===== src/rtl/mac_pkg.sv =====
package mac_pkg;

  // Sequencer states of the iterative multiplier.
  typedef enum logic [1:0] {
    ST_IDLE   = 2'd0,
    ST_COMP   = 2'd1,
    ST_FIN_LO = 2'd2,
    ST_FIN_HI = 2'd3
  } mac_state_e;

  // Operation select as seen on the op_i port (bit 2 .. bit 0).
  typedef struct packed {
    logic acc;   // add the accumulate operand
    logic sgn;   // signed operands (wide results only)
    logic wide;  // 64-bit result
  } mac_op_t;

  // Decoded radix-4 digit: magnitude 0, 1 or 2 and a sign.
  typedef struct packed {
    logic zero;
    logic dbl;
    logic neg;
  } booth_sel_t;

  // Window bits are {upper, middle, lower}; digit = middle + lower - 2*upper.
  function automatic booth_sel_t booth_decode(input logic [2:0] win);
    booth_sel_t r;
    unique case (win)
      3'b001, 3'b010: r = '{zero: 1'b0, dbl: 1'b0, neg: 1'b0};
      3'b011:         r = '{zero: 1'b0, dbl: 1'b1, neg: 1'b0};
      3'b100:         r = '{zero: 1'b0, dbl: 1'b1, neg: 1'b1};
      3'b101, 3'b110: r = '{zero: 1'b0, dbl: 1'b0, neg: 1'b1};
      default:        r = '{zero: 1'b1, dbl: 1'b0, neg: 1'b0};
    endcase
    return r;
  endfunction

  // Three-input carry-save step: sum vector.
  function automatic logic [63:0] csa_sum(input logic [63:0] x, input logic [63:0] y,
                                          input logic [63:0] z);
    return x ^ y ^ z;
  endfunction

  // Three-input carry-save step: per-bit majority (carry before the shift).
  function automatic logic [63:0] csa_maj(input logic [63:0] x, input logic [63:0] y,
                                          input logic [63:0] z);
    return (x & y) | (x & z) | (y & z);
  endfunction

endpackage


===== src/rtl/mac_csa_stage.sv =====
// One compression cycle: DIGITS Booth digits recoded from an odd-aligned
// window of the multiplier, each folded into the running sum/carry pair.
module mac_csa_stage
  import mac_pkg::*;
#(
  parameter int ACC_W  = 64,
  parameter int DIGITS = 4
) (
  input  logic [ACC_W-1:0]  a_ext,
  input  logic [ACC_W-1:0]  s_in,
  input  logic [ACC_W-1:0]  c_in,
  input  logic [2*DIGITS:0] win,
  output logic [ACC_W-1:0]  s_out,
  output logic [ACC_W-1:0]  c_out
);

  logic [ACC_W-1:0] s_ch [DIGITS+1];
  logic [ACC_W-1:0] c_ch [DIGITS+1];

  assign s_ch[0] = s_in;
  assign c_ch[0] = c_in;

  for (genvar j = 0; j < DIGITS; j++) begin : g_digit
    booth_sel_t       sel;
    logic [ACC_W-1:0] mag;
    logic [ACC_W-1:0] pos;
    logic [ACC_W-1:0] addend;
    logic [ACC_W-1:0] maj;

    assign sel    = booth_decode(win[2*j+2:2*j]);
    assign mag    = sel.zero ? '0 : (sel.dbl ? (a_ext << 1) : a_ext);
    // Digit j carries weight 2^(2j+1) inside the current frame.
    assign pos    = mag << (2*j + 1);
    // Negation: invert here, the +1 rides in the free carry LSB below.
    assign addend = sel.neg ? ~pos : pos;
    assign maj    = ACC_W'(csa_maj(64'(s_ch[j]), 64'(c_ch[j]), 64'(addend)));
    assign s_ch[j+1] = ACC_W'(csa_sum(64'(s_ch[j]), 64'(c_ch[j]), 64'(addend)));
    assign c_ch[j+1] = {maj[ACC_W-2:0], sel.neg};
  end

  assign s_out = s_ch[DIGITS];
  assign c_out = c_ch[DIGITS];

endmodule


===== src/rtl/mac_half_add.sv =====
// The single carry-propagate adder, used once or twice per operation.
module mac_half_add #(
  parameter int W = 32
) (
  input  logic [W-1:0] x,
  input  logic [W-1:0] y,
  input  logic         cin,
  output logic [W-1:0] sum,
  output logic         cout
);

  assign {cout, sum} = {1'b0, x} + {1'b0, y} + {{W{1'b0}}, cin};

endmodule


===== src/rtl/mac_iter_mul.sv =====
module mac_iter_mul
  import mac_pkg::*;
#(
  parameter int DATA_W = 32,
  parameter int DIGITS = 4
) (
  input  logic                      clk_i,
  input  logic                      rst_ni,
  input  logic                      start_i,
  input  logic [2:0]                op_i,
  input  logic [DATA_W-1:0]         mcand_i,
  input  logic [DATA_W-1:0]         mplier_i,
  input  logic [2*DATA_W-1:0]       addend_i,
  output logic                      done_o,
  output logic [2*DATA_W-1:0]       result_o,
  output logic [$clog2(DATA_W/(2*DIGITS)+1)-1:0] cycles_o
);

  localparam int STEP    = 2 * DIGITS;            // multiplier bits per cycle
  localparam int ACC_W   = 2 * DATA_W;            // feedback / result width
  localparam int M_W     = DATA_W + 1;            // multiplier with extension bit
  localparam int MAX_CYC = DATA_W / STEP;         // worst-case compression cycles
  localparam int CNT_W   = $clog2(MAX_CYC + 1);
  localparam int CAT_W   = ACC_W + DATA_W;        // feedback plus retired bits
  localparam int SH_W    = $clog2(CAT_W) + 1;

  // True when the unconsumed multiplier bits can only yield zero digits.
  function automatic logic mplier_spent(input logic [M_W-1:0] rest, input logic sgn);
    return (rest == '0) || (sgn && (&rest));
  endfunction

  // ---------------------------------------------------------------- state
  mac_state_e       state_q;
  logic             wide_q;
  logic             sext_q;
  logic [ACC_W-1:0] a_q;
  logic [M_W-1:0]   m_q;
  logic [ACC_W-1:0] s_q;
  logic [ACC_W-1:0] c_q;
  logic [DATA_W-1:0] rs_q;
  logic [DATA_W-1:0] rc_q;
  logic             inc_q;
  logic             carry_q;
  logic [DATA_W-1:0] lo_q;
  logic [CNT_W-1:0] cnt_q;
  logic [ACC_W-1:0] res_q;
  logic             done_q;

  // ------------------------------------------------------ load operands
  mac_op_t          op_in;
  logic             sext_in;
  logic [ACC_W-1:0] a_ld;
  logic [M_W-1:0]   m_ld;
  logic [ACC_W-1:0] acc_ld;

  assign op_in   = mac_op_t'(op_i);
  // A 32-bit result is sign-agnostic, so it takes the signed path.
  assign sext_in = !op_in.wide || op_in.sgn;
  assign a_ld    = sext_in ? {{DATA_W{mcand_i[DATA_W-1]}}, mcand_i}
                           : {{DATA_W{1'b0}}, mcand_i};
  assign m_ld    = {sext_in & mplier_i[DATA_W-1], mplier_i};
  assign acc_ld  = !op_in.acc ? '0
                 : (op_in.wide ? addend_i : {{DATA_W{1'b0}}, addend_i[DATA_W-1:0]});

  // ---------------------------------------------------- named events
  logic accept_w;
  logic comp_w;
  logic term_w;
  logic wide_w;

  logic [M_W-1:0] m_next;
  assign m_next   = $signed(m_q) >>> STEP;
  assign accept_w = (state_q == ST_IDLE) && start_i;
  assign comp_w   = (state_q == ST_COMP);
  assign term_w   = mplier_spent(m_next, sext_q);
  assign wide_w   = wide_q;

  // ------------------------------------------------- compression chain
  logic [ACC_W-1:0] s_out;
  logic [ACC_W-1:0] c_out;

  mac_csa_stage #(
    .ACC_W (ACC_W),
    .DIGITS(DIGITS)
  ) u_stage (
    .a_ext(a_q),
    .s_in (s_q),
    .c_in (c_q),
    .win  (m_q[STEP:0]),
    .s_out(s_out),
    .c_out(c_out)
  );

  // ------------------------------------------- alignment and final add
  logic [SH_W-1:0]   sh_amt;
  logic [CAT_W-1:0]  cat_s;
  logic [CAT_W-1:0]  cat_c;
  logic [ACC_W-1:0]  fs;
  logic [ACC_W-1:0]  fc;
  logic              hi_pass;
  logic [DATA_W-1:0] add_x;
  logic [DATA_W-1:0] add_y;
  logic              add_cin;
  logic [DATA_W-1:0] add_sum;
  logic              add_cout;

  // Retired bits sit at the top of the shift registers; bring them down.
  assign sh_amt  = SH_W'(STEP * (MAX_CYC - int'(cnt_q)));
  assign cat_s   = {s_q, rs_q} >> sh_amt;
  assign cat_c   = {c_q, rc_q} >> sh_amt;
  assign fs      = cat_s[ACC_W-1:0];
  assign fc      = cat_c[ACC_W-1:0];
  assign hi_pass = (state_q == ST_FIN_HI);
  assign add_x   = hi_pass ? fs[ACC_W-1:DATA_W] : fs[DATA_W-1:0];
  assign add_y   = hi_pass ? fc[ACC_W-1:DATA_W] : fc[DATA_W-1:0];
  // The first-window correction's +1 enters as the low pass carry-in.
  assign add_cin = hi_pass ? carry_q : inc_q;

  mac_half_add #(
    .W(DATA_W)
  ) u_cpa (
    .x   (add_x),
    .y   (add_y),
    .cin (add_cin),
    .sum (add_sum),
    .cout(add_cout)
  );

  // ------------------------------------------------------- sequencer
  always_ff @(posedge clk_i or negedge rst_ni) begin
    if (!rst_ni) begin
      state_q <= ST_IDLE;
      wide_q  <= 1'b0;
      sext_q  <= 1'b0;
      a_q     <= '0;
      m_q     <= '0;
      s_q     <= '0;
      c_q     <= '0;
      rs_q    <= '0;
      rc_q    <= '0;
      inc_q   <= 1'b0;
      carry_q <= 1'b0;
      lo_q    <= '0;
      cnt_q   <= '0;
      res_q   <= '0;
      done_q  <= 1'b0;
    end else begin
      done_q <= 1'b0;
      unique case (state_q)
        ST_IDLE: begin
          if (accept_w) begin
            wide_q  <= op_in.wide;
            sext_q  <= sext_in;
            a_q     <= a_ld;
            m_q     <= m_ld;
            s_q     <= acc_ld;
            // Spare input: -mcand when multiplier bit 0 is set (invert now).
            c_q     <= mplier_i[0] ? ~a_ld : '0;
            inc_q   <= mplier_i[0];
            rs_q    <= '0;
            rc_q    <= '0;
            cnt_q   <= '0;
            state_q <= ST_COMP;
          end
        end
        ST_COMP: begin
          s_q   <= $signed(s_out) >>> STEP;
          c_q   <= $signed(c_out) >>> STEP;
          rs_q  <= {s_out[STEP-1:0], rs_q[DATA_W-1:STEP]};
          rc_q  <= {c_out[STEP-1:0], rc_q[DATA_W-1:STEP]};
          m_q   <= m_next;
          cnt_q <= cnt_q + CNT_W'(1);
          if (term_w) state_q <= ST_FIN_LO;
        end
        ST_FIN_LO: begin
          lo_q    <= add_sum;
          carry_q <= add_cout;
          if (wide_q) begin
            state_q <= ST_FIN_HI;
          end else begin
            res_q   <= {{DATA_W{1'b0}}, add_sum};
            done_q  <= 1'b1;
            state_q <= ST_IDLE;
          end
        end
        ST_FIN_HI: begin
          res_q   <= {add_sum, lo_q};
          done_q  <= 1'b1;
          state_q <= ST_IDLE;
        end
        default: state_q <= ST_IDLE;
      endcase
    end
  end

  assign done_o   = done_q;
  assign result_o = res_q;
  assign cycles_o = cnt_q;

endmodule


===== config.mk =====
export PLATFORM = sky130hd
export DESIGN_NAME = mac_iter_mul
export DESIGN_NICKNAME = d
export VERILOG_FILES = /design/src/rtl/mac_pkg.sv /design/src/rtl/mac_csa_stage.sv /design/src/rtl/mac_half_add.sv /design/src/rtl/mac_iter_mul.sv
export SDC_FILE = /design/constraint.sdc
export NUM_CORES = 2
export LEC_CHECK = 0
export CORE_ASPECT_RATIO = 1.75
export CORE_MARGIN = 4
export CORE_UTILIZATION = 50
export DETAILED_ROUTE_END_ITERATION = 7
export GPL_TIMING_DRIVEN = 1
export HOLD_SLACK_MARGIN = 0.1
export PLACE_DENSITY = 0.72
export SYNTH_ARGS = -nofsm -noshare
export SYNTH_HDL_FRONTEND = slang
export SYNTH_HIERARCHICAL = 1
export SYNTH_SLANG_ARGS = --single-unit

===== constraint.sdc =====
create_clock -name clk_i -period 17.6 [get_ports clk_i]
set_clock_uncertainty 0.15 [all_clocks]
set_input_delay 3.52 -clock clk_i [delete_from_list [all_inputs] [get_ports clk_i]]
set_output_delay 3.52 -clock clk_i [all_outputs]
set_load 0.02 [all_outputs]

==> impl_results.md <==
* Post-synthesis mux area share at 7.36%
* Synth Instances at 3730
* WL per Instance at 28.0 um
* Most used DFF post-synth: dfrtp_1
* Slowest stage delay, CP at 0.94 ns
* Seq cells post-synth at 356
* Outcome: finished clean
* Yosys warns at 6
* Leading cell type in the layout, fill and taps excluded: nand2_1
* Congestion Overflow GR at 0
* Placeable Area at 66300 um2
* Clock Sink Count at 356
* FP Rows at 125
* Synthesized area per cell at 8.97 um2
* Placer Congestion at 1.04
* Cell area after layout at 37100 um2
* Most frequent cells in the layout: nand2_1 (391), dfrtp_1 (348), inv_1 (262)
* Crit path buf inv count at 3
* Die width at 204 um
* Fin crit period at 7.47 ns
* Vias in the first global route at 30700
* Latest clock arrival within the worst-skew pair at 0.61 ns
* Initial antenna violation count at 3
* DIE AREA at 71300 um2
* Async SR Flop Fraction at 100%
* Critical path cell sequence: inv_2, ha_4, buf_4, buf_4, nor2b_2, o2bb2ai_1, a32oi_1, a21oi_1, ha_1, nand2_1, o31ai_1, nand3_1, a21oi_2, a31o_1, a41oi_2, xnor2_1, a22oi_1, o21ai_0
* Hold-critical path endpoint: result_o[18]
* Critical Path RT at 17.96 ns
* Reg-to-reg critical path endpoint: result_o[25]
* Worst Hold Depth at 2
* Area Growth Syn to Fin at 10.9%
* Synth Area in XOR/XNOR at 7.53%
* Cts hold-fix bufs at 0
* Max Slew Vio Count at 0
* Crit Path Class: reg -> reg
* Vias per cell at 6.59
* Flop2flop setup slack at 10.13 ns
* Worst reg-to-reg path cell count at 18
* Slowest-stage cell, CP: buf_4
* Root buf cell: clkbuf_16
* Fraction of the mapped netlist area in compound gates at 23.6%
* # resized after CTS at 0
* Detailed-route DRC error count at 0
* Setup WS pre-CTS at 10.34 ns
* CP arrival at 7.83 ns
* Max_slew headroom at 17.3%
* Reg2reg start: cycles_o[0]
* Starting DRT DRC Count at 2844
* DRT Pass-1 Iters at 6
* Max Cap Violations at 0
* Setup slack after layout at 10.13 ns
* Routed via count at 30300
* Starting Density at 50.5%
* Share of cells above drive strength 1 at 6.99%
* CP Launch Type: flop
* GR Util All Layers at 35.5%
* DIE HEIGHT at 350 um
* H-tree levels at 2
* Largest net degree at the start of global routing at 163
* Fin cells at 4594
* Achievable frequency at 134 MHz
* Placed Area at 35700 um2
* Hold/Removal Path Class: reg -> reg
* Worst hold path startpoint: lo_q[18]
* Reg clk slew, reported paths at 0.07 ns
* DRT Wirelength at 129000 um
* Post-synthesis adder-cell area fraction at 16.2%
* Ports at 202
* Post-synthesis net count at 4148
* Number of buffers created by CTS at 39
* Crit. End Element: flop
* Crit share post-route at 42.4%
* First-pass GRT wire length at 193000 um
* Final setup viols at 0
* Routed Antenna Nets at 0
* Post-synth EDFFs at 0
* Mapped cell area at 33500 um2
* Port Buf Inserts at 201
* Max Buffers Root-to-Sink at 3
* Fin. Hold Viols at 0
* Post-CTS Setup Inserts at 0
* Largest family of logic cells by synthesized area: compound AO/OA/AOI/OAI gates
* Inst Count DP at 4523
* Hpwl dp at 92200 um
* Crit path max-delay family: buffers and inverters
* Critical path's most frequent cell: buf_4
* Unrepaired setup endpoints after global routing: false
* Sequential share of the synthesized area at 26.6%
* CTS tree: done
* Number of antenna diodes at 0
* Nets at 4093
* TNS Setup at 0 ns
* Actual slew at the worst max-slew pin at 1.24 ns
* Crit-path max FO at 69
* Simple-gate share of the synthesized area at 10.9%
* Post-synth cell types at 83
how the worst max path moves through the flow:
| stage | start | depth (start not counted) | to |
|---|---|---|---|
| after global routing | cycles_o[0] | 18 | result_o[31] |
| final | cycles_o[0] | 18 | result_o[25] |
| after CTS | cycles_o[0] | 18 | result_o[25] |
| after detailed placement | cycles_o[0] | 18 | result_o[25] |
| after floorplan | a_q[62] | 12 | s_q[55] |
| after global placement | cycles_o[0] | 18 | result_o[31] |
cells in the mapped netlist, types with 5 or more instances:
master     count  area [um2]
buf_1         26        97.6
o21a_1         7        52.6
a21oi_1      157         786
ha_1          34         425
clkbuf_1     192         721
and2_1         7        43.8
nor2_1       209         785
mux2i_1      155        1550
nor2b_1       77         482
a22oi_1      255        1910
a211oi_1      17         128
inv_1        262         983
o211ai_1       9        67.6
fa_1         250        5000
a2bb2oi_1      7        61.3
nand2_1      394        1480
buf_6          6        67.6
buf_2        125         626
a221oi_1     123        1080
nand2b_1       7        43.8
nor3_1         5        25.0
mux2_2        51         574
a21o_1        10        75.1
a32oi_1       27         236
a2111oi_0      7        61.3
o21ai_0      257        1290
nor4_1         7        43.8
a21oi_2        6        52.6
a22o_1        97         850
xor2_1       254        2220
dfrtp_1      356        8910
nand3_1       91         455
a221o_1       28         280
mux4_2        15         338
o31a_1         8        70.1
nand4_1       12        75.1
xnor2_1       16         140
buf_4         14         105
o2bb2ai_1     22         193
o21ai_1        9        45.0
a31oi_1       52         325
cell type report:
cell class / instances / area [um2]
clock buffers: 57 / 1150
clock inverters: 14 / 229
fillers: 6082 / 29200
inverters: 263 / 987
multi-input cells: 2748 / 22200
flip-flops and latches: 356 / 8930
well taps: 889 / 1110
repair buffers: 267 / 2540
worst reg2reg max path: stages (launching register included):
cell       delay, ns
dfrtp_4         0.60
inv_2           0.61
ha_4            0.67
buf_4           0.97
buf_4           0.97
nor2b_2         0.43
o2bb2ai_1       0.24
a32oi_1         0.18
a21oi_1         0.13
ha_1            0.49
nand2_1         0.15
o31ai_1         0.40
nand3_1         0.14
a21oi_2         0.25
a31o_1          0.25
a41oi_2         0.15
xnor2_1         0.32
a22oi_1         0.11
o21ai_0         0.19
cells by family (layout without fill, tap and decap cells):
| group | Yosys count | in the layout |
|---|---|---|
| compound gates | 1131 | 1131 |
| xor+xnor | 278 | 278 |
| fa+ha+maj | 284 | 284 |
| buf+inv | 626 | 601 |
| flops | 356 | 356 |
| mux | 221 | 221 |
| simple gates | 834 | 834 |
registers in the layout (all words and copies together), names as in the netlist, 2 cells and up:
| register | flops |
|---|---|
| s_q | 64 |
| c_q | 56 |
| m_q | 33 |
| rs_q | 32 |
| result_o | 64 |
| lo_q | 32 |
| cycles_o | 3 |
| rc_q | 32 |
| state_q | 2 |
| a_q | 33 |
metrics by stage:
stage | hold slack (ns) | util [%]
2_1_floorplan | 0.296 | -
3_3_place_gp | 0.315 | 53.9
3_5_place_dp | 0.327 | 53.9
4_1_cts | 0.338 | 56.0
5_1_grt | 0.357 | 56.0
6_report | 0.337 | 56.0
layer usage:
| layer | GRT usage (%) | wire (um) |
|---|---|---|
| met1 | 39.7 | 43700 |
| met5 | 0 | 7 |
| met4 | 29.8 | 14100 |
| met2 | 57.7 | 60100 |
| met3 | 7.42 | 10700 |
Power is not shown: default switching activity piles up to over one toggle a cycle in this logic, so the estimate is an artifact.
